==> config.mk <==
export PLATFORM = sky130hd
export DESIGN_NAME = wdog_timer
export DESIGN_NICKNAME = d
export VERILOG_FILES = /design/src/rtl/wdog_pkg.sv /design/src/rtl/wdog_tick_gen.sv /design/src/rtl/wdog_count.sv /design/src/rtl/wdog_rstreq.sv /design/src/rtl/wdog_timer.sv
export SDC_FILE = /design/constraint.sdc
export NUM_CORES = 1
export LEC_CHECK = 0
export CORE_ASPECT_RATIO = 0.8
export CORE_MARGIN = 1.5
export CORE_UTILIZATION = 33
export DETAILED_ROUTE_END_ITERATION = 10
export GPL_TIMING_DRIVEN = 0
export PLACE_DENSITY_LB_ADDON = 0.12
export SLEW_MARGIN = 20
export SYNTH_ARGS = -nofsm -noshare
export SYNTH_HDL_FRONTEND = slang
export SYNTH_SLANG_ARGS = --single-unit
==> constraint.sdc <==
create_clock -name clk -period 3.4 [get_ports clk]
set_input_delay 0.68 -clock clk [delete_from_list [all_inputs] [get_ports clk]]
set_output_delay 0.68 -clock clk [all_outputs]
set_load 0.01 [all_outputs]
==> src/rtl/wdog_pkg.sv <==
package wdog_pkg;
    localparam int unsigned OFS_CTRL = 8'h00;
    localparam int unsigned OFS_LOAD = 8'h04;
    localparam int unsigned OFS_CNT  = 8'h08;

    localparam int unsigned B_RST  = 0;
    localparam int unsigned B_IRQ  = 2;
    localparam int unsigned B_DIVL = 3;
    localparam int unsigned B_RUN  = 5;
    localparam int unsigned B_PREL = 8;

    typedef struct packed {
        logic [7:0] prescale;
        logic       run;
        logic [1:0] div_code;
        logic       irq_on;
        logic       rst_on;
    } ctrl_t;

    localparam ctrl_t CTRL_RST = '{prescale: 8'h80, run: 1'b1, div_code: 2'b00,
                                   irq_on: 1'b0, rst_on: 1'b1};

    typedef enum logic [0:0] {
        RQ_IDLE = 1'b0,
        RQ_HOLD = 1'b1
    } rq_state_e;
endpackage

==> src/rtl/wdog_tick_gen.sv <==
module wdog_tick_gen #(
    parameter int unsigned PRE_W     = 8,
    parameter int unsigned SEL_W     = 2,
    parameter int unsigned BASE_LOG2 = 4
) (
    input  logic             clk,
    input  logic             rst_n,
    input  logic             en_i,
    input  logic [PRE_W-1:0] prescale_i,
    input  logic [SEL_W-1:0] sel_i,
    output logic             tick_o
);
    localparam int unsigned DIV_W = BASE_LOG2 + (1 << SEL_W) - 1;

    logic [PRE_W-1:0] pcnt_q;
    logic [DIV_W-1:0] dcnt_q;
    logic [DIV_W-1:0] dlim;
    logic             stage1;
    logic             dwrap;

    assign dlim   = DIV_W'((1 << (BASE_LOG2 + int'(sel_i))) - 1);
    assign stage1 = (pcnt_q >= prescale_i);
    assign dwrap  = (dcnt_q >= dlim);
    assign tick_o = en_i & stage1 & dwrap;

    always_ff @(posedge clk or negedge rst_n) begin
        if (!rst_n) begin
            pcnt_q <= '0;
            dcnt_q <= '0;
        end else if (!en_i) begin
            pcnt_q <= '0;
            dcnt_q <= '0;
        end else if (stage1) begin
            pcnt_q <= '0;
            dcnt_q <= dwrap ? '0 : dcnt_q + 1'b1;
        end else begin
            pcnt_q <= pcnt_q + 1'b1;
        end
    end

    assert_div_cleared_R9: assert property (@(posedge clk) disable iff (!rst_n)
        !en_i |=> (pcnt_q == '0 && dcnt_q == '0));
endmodule

==> src/rtl/wdog_count.sv <==
module wdog_count #(
    parameter int unsigned CNT_W   = 16,
    parameter logic [15:0] RST_VAL = 16'h8000
) (
    input  logic             clk,
    input  logic             rst_n,
    input  logic             load_i,
    input  logic [CNT_W-1:0] load_val_i,
    input  logic             tick_i,
    input  logic [CNT_W-1:0] reload_i,
    output logic [CNT_W-1:0] cnt_o,
    output logic             expire_o
);
    logic [CNT_W-1:0] cnt_q;
    logic             at_zero;

    assign at_zero  = (cnt_q == '0);
    assign expire_o = tick_i & at_zero & ~load_i;
    assign cnt_o    = cnt_q;

    always_ff @(posedge clk or negedge rst_n) begin
        if (!rst_n)
            cnt_q <= CNT_W'(RST_VAL);
        else if (load_i)
            cnt_q <= load_val_i;
        else if (tick_i)
            cnt_q <= at_zero ? reload_i : cnt_q - 1'b1;
    end

    assert_load_wins_R8: assert property (@(posedge clk) disable iff (!rst_n)
        load_i |=> cnt_q == $past(load_val_i));
    assert_hold_no_tick_R9: assert property (@(posedge clk) disable iff (!rst_n)
        (!load_i && !tick_i) |=> $stable(cnt_q));
    assert_reload_R5: assert property (@(posedge clk) disable iff (!rst_n)
        expire_o |=> cnt_q == $past(reload_i));
endmodule

==> src/rtl/wdog_rstreq.sv <==
module wdog_rstreq
    import wdog_pkg::*;
#(
    parameter int unsigned HOLD_CYC = 128
) (
    input  logic clk,
    input  logic rst_n,
    input  logic fire_i,
    output logic rst_req_o
);
    localparam int unsigned HCNT_W = (HOLD_CYC > 2) ? $clog2(HOLD_CYC) : 1;

    rq_state_e         state_q, state_d;
    logic [HCNT_W-1:0] hcnt_q, hcnt_d;

    always_comb begin
        state_d = state_q;
        hcnt_d  = hcnt_q;
        unique case (state_q)
            RQ_IDLE: begin
                if (fire_i) begin
                    state_d = RQ_HOLD;
                    hcnt_d  = '0;
                end
            end
            RQ_HOLD: begin
                if (fire_i) begin
                    hcnt_d = '0;
                end else if (hcnt_q == HCNT_W'(HOLD_CYC - 1)) begin
                    state_d = RQ_IDLE;
                    hcnt_d  = '0;
                end else begin
                    hcnt_d = hcnt_q + 1'b1;
                end
            end
            default: begin
                state_d = RQ_IDLE;
                hcnt_d  = '0;
            end
        endcase
    end

    always_ff @(posedge clk or negedge rst_n) begin
        if (!rst_n) begin
            state_q <= RQ_IDLE;
            hcnt_q  <= '0;
        end else begin
            state_q <= state_d;
            hcnt_q  <= hcnt_d;
        end
    end

    always_comb begin
        rst_req_o = (state_q == RQ_HOLD);
    end

    assert_req_rise_R7: assert property (@(posedge clk) disable iff (!rst_n)
        $rose(rst_req_o) |-> $past(fire_i));
    assert_req_len_R7: assert property (@(posedge clk) disable iff (!rst_n)
        $fell(rst_req_o) |-> ($past(hcnt_q) == HCNT_W'(HOLD_CYC - 1) && !$past(fire_i)));
endmodule

==> src/rtl/wdog_timer.sv <==
module wdog_timer
    import wdog_pkg::*;
#(
    parameter int unsigned ADDR_W    = 4,
    parameter int unsigned DATA_W    = 32,
    parameter int unsigned CNT_W     = 16,
    parameter int unsigned BASE_LOG2 = 4,
    parameter int unsigned HOLD_CYC  = 128
) (
    input  logic              clk,
    input  logic              rst_n,
    input  logic              wr_en,
    input  logic [ADDR_W-1:0] addr,
    input  logic [DATA_W-1:0] wdata,
    output logic [DATA_W-1:0] rdata,
    output logic              irq,
    output logic              rst_req
);
    localparam logic [15:0] CNT_RST = 16'h8000;

    ctrl_t            ctrl_q;
    logic [CNT_W-1:0] load_q;
    logic [CNT_W-1:0] cnt;
    logic             sel_ctrl, sel_load, sel_cnt;
    logic             tick, expire, irq_q;

    assign sel_ctrl = (addr == ADDR_W'(OFS_CTRL));
    assign sel_load = (addr == ADDR_W'(OFS_LOAD));
    assign sel_cnt  = (addr == ADDR_W'(OFS_CNT));

    always_ff @(posedge clk or negedge rst_n) begin
        if (!rst_n) begin
            ctrl_q <= CTRL_RST;
            load_q <= CNT_W'(CNT_RST);
        end else if (wr_en) begin
            if (sel_ctrl) begin
                ctrl_q.rst_on   <= wdata[B_RST];
                ctrl_q.irq_on   <= wdata[B_IRQ];
                ctrl_q.div_code <= wdata[B_DIVL +: 2];
                ctrl_q.run      <= wdata[B_RUN];
                ctrl_q.prescale <= wdata[B_PREL +: 8];
            end
            if (sel_load)
                load_q <= wdata[CNT_W-1:0];
        end
    end

    always_comb begin
        rdata = '0;
        if (sel_ctrl) begin
            rdata[B_RST]       = ctrl_q.rst_on;
            rdata[B_IRQ]       = ctrl_q.irq_on;
            rdata[B_DIVL +: 2] = ctrl_q.div_code;
            rdata[B_RUN]       = ctrl_q.run;
            rdata[B_PREL +: 8] = ctrl_q.prescale;
        end else if (sel_load) begin
            rdata[CNT_W-1:0] = load_q;
        end else if (sel_cnt) begin
            rdata[CNT_W-1:0] = cnt;
        end
    end

    wdog_tick_gen #(.PRE_W(8), .SEL_W(2), .BASE_LOG2(BASE_LOG2)) u_tick (
        .clk        (clk),
        .rst_n      (rst_n),
        .en_i       (ctrl_q.run),
        .prescale_i (ctrl_q.prescale),
        .sel_i      (ctrl_q.div_code),
        .tick_o     (tick)
    );

    wdog_count #(.CNT_W(CNT_W), .RST_VAL(CNT_RST)) u_cnt (
        .clk        (clk),
        .rst_n      (rst_n),
        .load_i     (wr_en & sel_cnt),
        .load_val_i (wdata[CNT_W-1:0]),
        .tick_i     (tick),
        .reload_i   (load_q),
        .cnt_o      (cnt),
        .expire_o   (expire)
    );

    wdog_rstreq #(.HOLD_CYC(HOLD_CYC)) u_rq (
        .clk       (clk),
        .rst_n     (rst_n),
        .fire_i    (expire & ctrl_q.rst_on),
        .rst_req_o (rst_req)
    );

    always_ff @(posedge clk or negedge rst_n) begin
        if (!rst_n) irq_q <= 1'b0;
        else        irq_q <= expire & ctrl_q.irq_on;
    end
    assign irq = irq_q;

    assert_irq_pulse_R6: assert property (@(posedge clk) disable iff (!rst_n)
        irq_q |=> !irq_q);
    assert_irq_gated_R10: assert property (@(posedge clk) disable iff (!rst_n)
        irq_q |-> $past(ctrl_q.irq_on));
    assert_no_tick_stopped_R9: assert property (@(posedge clk) disable iff (!rst_n)
        !ctrl_q.run |-> !tick);
endmodule

==> results.ini, run 1 <==
[floorplan]
start_util = 0.341
die-width_um = 129
die_area_um2 = 13400
rows = 36
io_pins = 73
core-area_um2 = 12300
die_h_um = 104

[setup_path]
critPathArrivalTime_ns = 2.68
critPathRequiredTime_ns = 2.72
path_class = primary input to output port
cp_max_fo = 10
end_kind = output port
start_kind = primary input

[clock_network]
clock_path_buffers = 2
cts.sinks = 69
clk_pin_slew_ns = 0.06
clk_latency_ns = 0.33
h-tree-depth = 3
hold_buffers = 0
cts_root_buffer = clkbuf_16
numCtsBuffers = 9
cts_tree = yes

[sta]
setup_viol = 0
worstMarginPinSlew_ns = 0.774
finalHoldViolCount = 0
holdWs_ns = 0.217
skew_ns = 0.00474
rsz0062_at_grt = false
period_minus_slack_ns = 3.36
min_period_over_period = 0.988
fmax_mhz = 298
finalMaxSlewViolations = 0
slew-limit-headroom = 0.484

[run]
maxCapViolations = 0

[finish]
fillers = 1225
final_common_cell = nor2_1
drive_above_1_share = 0.164
final_nets = 568
antennaDiodeCount = 0
ff_latch_area_um2 = 1730
area_growth_pct = 24.9
fin_cells = 690
layout_common_cells = nor2_1 (72), dfrtp_1 (64), clkdlybuf4s50_1 (37)
multiInputGateArea_um2 = 2240

[synth]
syn_avg_cell_area_um2 = 9.35
ys_seq_area_frac = 0.414
muxShareOfSynthArea = 0.125
synthAdderAreaFrac = 0.0448
yosysWarningCount = 0
synth_xor_area_frac = 0.0188
synthesis.area_um2 = 4190
async_flop_share = 1.00
synthSimpleGateAreaFrac = 0.189
ys_ff_latch = 69
synthCells = 448
synth_top_family_by_area = simple AND/OR/NAND/NOR gates
synth_compound_area_frac = 0.144
synth_top_cell_by_area = dfrtp_1
synthTopCellsByArea = dfrtp_1 (38%), mux2_2 (8.1%), nor2_1 (6.5%)
synth-edff-count = 0
ys_types = 58
synth_top_flop_cell = dfrtp_1
synth_top_area_share = 0.382

[global_routing]
grt_overflow = 0
antenna_found_initial = 0
grt_pass1_wl_um = 19300
grtUsageTotal = 0.188
grt_pass1_vias = 3531
grt_max_degree = 54

[drt]
wire_per_inst_um = 17.2
drt-total-wl_um = 11900
vias = 3495
avgViaCountPerCell = 5.07
drt_iter0_drc = 207
dr.pass1.iters = 4
drcViolationCount = 0
final_antenna_net_count = 0

[pwr]
ir_drop_v = 0.000234
power_leakage_uw = 0.00228
powerDensity_nw_per_um2 = 508

[status]
status = complete, no violations

[worst_hold_path]
hp-class = primary input to async pin

[place]
dp_hpwl_um = 8470
port_buffers = 39
place_inst = 674
place_congestion = 0.827

-- cell families (layout without fill, tap and decap cells) --
group	Yosys count	after routing
AO/OA/AOI/OAI	90	90
adder cells (fa/ha/maj)	15	15
other	1	16
AND/OR/NAND/NOR	166	166
buffers and inverters	50	106
multiplexers	48	48
flip-flops	69	69
XOR/XNOR	9	9
-- flip-flops by register name, summed over array words and instances (netlist names) --
| signal | count |
|---|---|
| ctrl_q | 13 |
| irq | 1 |
| load_q | 16 |
| u_cnt.cnt_o | 16 |
| u_rq.hcnt_q | 7 |
| u_rq.rst_req_o | 1 |
| u_tick.dcnt_q | 7 |
| u_tick.pcnt_q | 8 |
-- layer usage --
metal | global-route usage | vias to the layer above | wire length [um]
li1 | - | 1711 | -
met1 | 0.280 | 1702 | 5860
met4 | 0.0490 | 0 | 65
met5 | 0 | - | 0
met2 | 0.275 | 76 | 5280
met3 | 0.0372 | 6 | 675
-- synth_stat cells (2+ instances only) --
cell and n:
o41ai_1 4, a211oi_1 4, nand2b_1 3, dfrtp_1 64, and3_1 7, nand2_1 23, or3_1 9, o21ai_0 16
o2111ai_1 2, mux2i_1 17, o31ai_1 4, buf_2 4, dfstp_2 5, buf_6 2, nand3_1 15, xor2_1 7
nand4_1 5, xnor2_1 2, nor2b_1 7, a211o_1 2, nor2_1 72, buf_4 16, clkbuf_1 14, a22oi_1 4
a21boi_0 4, a21oi_1 20, or4_1 2, or2_1 3, a31oi_1 10, nor3_1 4, and2_1 3, a21o_1 7
inv_1 13, mux2_2 30, nand3b_1 3, nor4_1 5, ha_1 15
-- worst max-delay path: stages --
cell             delay, ns
clkdlybuf4s50_1       0.41
or2_2                 0.29
clkbuf_1              0.23
buf_2                 0.29
nor2_1                0.20
clkdlybuf4s50_1       0.57
-- what timing repair did --
item,CTS,global route
setup buffers,0,0
resized for setup,6,4
endpoints found under the setup margin,11,11
-- through the flow --
stage	setup TNS [ns]	util	total power [uW]	area, um2	setup slack (ns)
4_1_cts	0	0.425	2690	5230	0.00374
2_1_floorplan	0	-	1390	4240	0.852
3_5_place_dp	-5.04	0.396	1590	4870	-0.520
6_report	0	0.425	2660	5230	0.0422
3_3_place_gp	-62.71	0.394	1580	4850	-0.905
5_1_grt	0	0.425	2810	5230	0.0156
-- final cells by class --
cell class                 instances  area share
multi-input combinational        344       0.429
buffer                            37      0.0450
clock inverter                     7      0.0218
clock buffer                       9      0.0431
tap                              171      0.0409
timing repair buffer              40      0.0799
inverter                          13     0.00933
sequential                        69       0.331
-- power breakdown --
part	internal [uW]	switching (uW)
logic	244	238
registers	958	145
clock network	713	358
total	1920	742
-- path summary, 6_finish.rpt --
| path | start | to | slack, ns | cells after the start |
|---|---|---|---|---|
| worst min-delay path | rst_n | u_tick.dcnt_q[0] | 0.22 | 1 |
| min in group clk | ctrl_q[9] | ctrl_q[9] | 0.54 | 1 |
| max in group asynchronous | rst_n | ctrl_q[0] | 2.58 | 2 |
| worst max-delay path | addr[1] | rdata[3] | 0.04 | 6 |
| worst min register to register | ctrl_q[9] | ctrl_q[9] | 0.54 | 1 |
| worst max register to register | ctrl_q[12] | u_rq.hcnt_q[2] | 0.41 | 10 |
Power figures use the tool's default switching activity.
==> run 2: changes to the inputs <==
--- a/config.mk
+++ b/config.mk
@@ -11,6 +11,7 @@
 export DETAILED_ROUTE_END_ITERATION = 10
 export GPL_TIMING_DRIVEN = 0
 export PLACE_DENSITY_LB_ADDON = 0.12
+export RECOVER_POWER = 100
 export SLEW_MARGIN = 20
 export SYNTH_ARGS = -nofsm -noshare
 export SYNTH_HDL_FRONTEND = slang
==> results.ini, run 2 (synthesized netlist as in run 1, its figures left out) <==
[sta]
period_minus_slack_ns = 3.36
fmax_mhz = 298
finalMaxSlewViolations = 0
skew_ns = 0.00458
slew-limit-headroom = 0.0741
worstMarginPinSlew_ns = 1.39
min_period_over_period = 0.988
setup_viol = 0
finalHoldViolCount = 0
rsz0062_at_grt = false
holdWs_ns = 0.458

[setup_path]
path_class = primary input to output port
critPathRequiredTime_ns = 2.72
cp_max_fo = 10
end_kind = output port
start_kind = primary input
critPathArrivalTime_ns = 2.68

[finish]
final_common_cell = nor2_1
fin_cells = 690
layout_common_cells = nor2_1 (72), dfrtp_1 (64), clkdlybuf4s50_1 (31)
area_growth_pct = 23.9
antennaDiodeCount = 0
drive_above_1_share = 0.152
final_nets = 568

[clock_network]
clock_path_buffers = 2
clk_pin_slew_ns = 0.06
cts.sinks = 69
h-tree-depth = 3
numCtsBuffers = 9
hold_buffers = 0
post_cts_buffers = 0
clk_latency_ns = 0.33
cts_tree = yes
cts_root_buffer = clkbuf_16

[floorplan]
core-area_um2 = 12300
die-width_um = 129
start_util = 0.341
io_pins = 73
die_area_um2 = 13400
rows = 36
die_h_um = 104

[drt]
drt_iter0_drc = 183
avgViaCountPerCell = 5.14
vias = 3546
drt-total-wl_um = 12000
drcViolationCount = 0
final_antenna_net_count = 0
dr.pass1.iters = 5
wire_per_inst_um = 17.3

[pwr]
powerDensity_nw_per_um2 = 512
power_leakage_uw = 0.00226
ir_drop_v = 0.000238

[global_routing]
grt_overflow = 0
antenna_found_initial = 0
grt_pass1_vias = 3531
grt_max_degree = 54
grtUsageTotal = 0.188
grt_pass1_wl_um = 19300

[worst_hold_path]
hp-class = primary input to async pin

[status]
status = complete, no violations

[run]
maxCapViolations = 0

[place]
dp_hpwl_um = 8470
port_buffers = 39
place_congestion = 0.827
place_inst = 674

## run 2: changes by cell type in the layout (fill, tap and decap cells not counted), moves of 2 or more
cell | before | now
clkbuf_1 | 10 | 16
dlygate4sd3_1 | 0 | 6
clkdlybuf4s50_1 | 37 | 31
buf_2 | 5 | 3
## run 2: what timing repair did
action | CTS | global route
gates resized for setup | 6 | 4
endpoints found under the hold margin | 0 | 0
setup endpoints to repair | 11 | 11
## run 2: final timing paths
path,from,to,slack (ns),cells after the start
setup / recovery,addr[1],rdata[3],0.04,6
hold / removal,rst_n,u_tick.dcnt_q[0],0.46,1
setup reg to reg,ctrl_q[12],u_cnt.cnt_o[5],0.23,10
hold reg to reg,ctrl_q[9],ctrl_q[9],0.54,1
max in group asynchronous,rst_n,u_cnt.cnt_o[2],1.06,2
min in group clk,ctrl_q[9],ctrl_q[9],0.54,1
## run 2: per-layer routing
| layer | routed length (um) | part of all wire | vias to the layer above | GRT usage |
|---|---|---|---|---|
| met4 | 146 | 0.012 | 0 | 0.0490 |
| met3 | 497 | 0.042 | 13 | 0.0372 |
| li1 | - | - | 1715 | - |
| met1 | 6100 | 0.51 | 1734 | 0.280 |
| met5 | 0 | 0 | - | 0 |
| met2 | 5210 | 0.44 | 84 | 0.275 |
## run 2: worst max-delay path, stage by stage
cell,delay (ns)
clkdlybuf4s50_1,0.41
or2_2,0.29
clkbuf_1,0.23
buf_2,0.30
nor2_1,0.20
clkdlybuf4s50_1,0.56
## run 2: layout make-up
cell class / count / area [um2]
well taps: 171 / 214
clock inverters: 7 / 114
repair buffers: 40 / 383
clock buffers: 9 / 225
multi-input cells: 344 / 2240
plain buffers: 37 / 229
inverters: 13 / 48.8
fillers: 1235 / 7110
flip-flops and latches: 69 / 1730
## run 2: power by group
| group | internal, uW | switching (uW) |
|---|---|---|
| registers | 957 | 146 |
| clock network | 713 | 362 |
| logic | 238 | 239 |
## run 2: through the flow
| step | TNS, ns | cell area (um2) | total power, uW | utilization | worst slack (ns) |
|---|---|---|---|---|---|
| 6_report | 0 | 5190 | 2650 | 0.422 | 0.0400 |
| 5_1_grt | 0 | 5190 | 2800 | 0.422 | 0.0141 |
| 4_1_cts | 0 | 5230 | 2690 | 0.425 | 0.00374 |
| 3_5_place_dp | -5.04 | 4870 | 1590 | 0.396 | -0.520 |
| 3_3_place_gp | -62.71 | 4850 | 1580 | 0.394 | -0.905 |
| 2_1_floorplan | 0 | 4240 | 1390 | - | 0.852 |
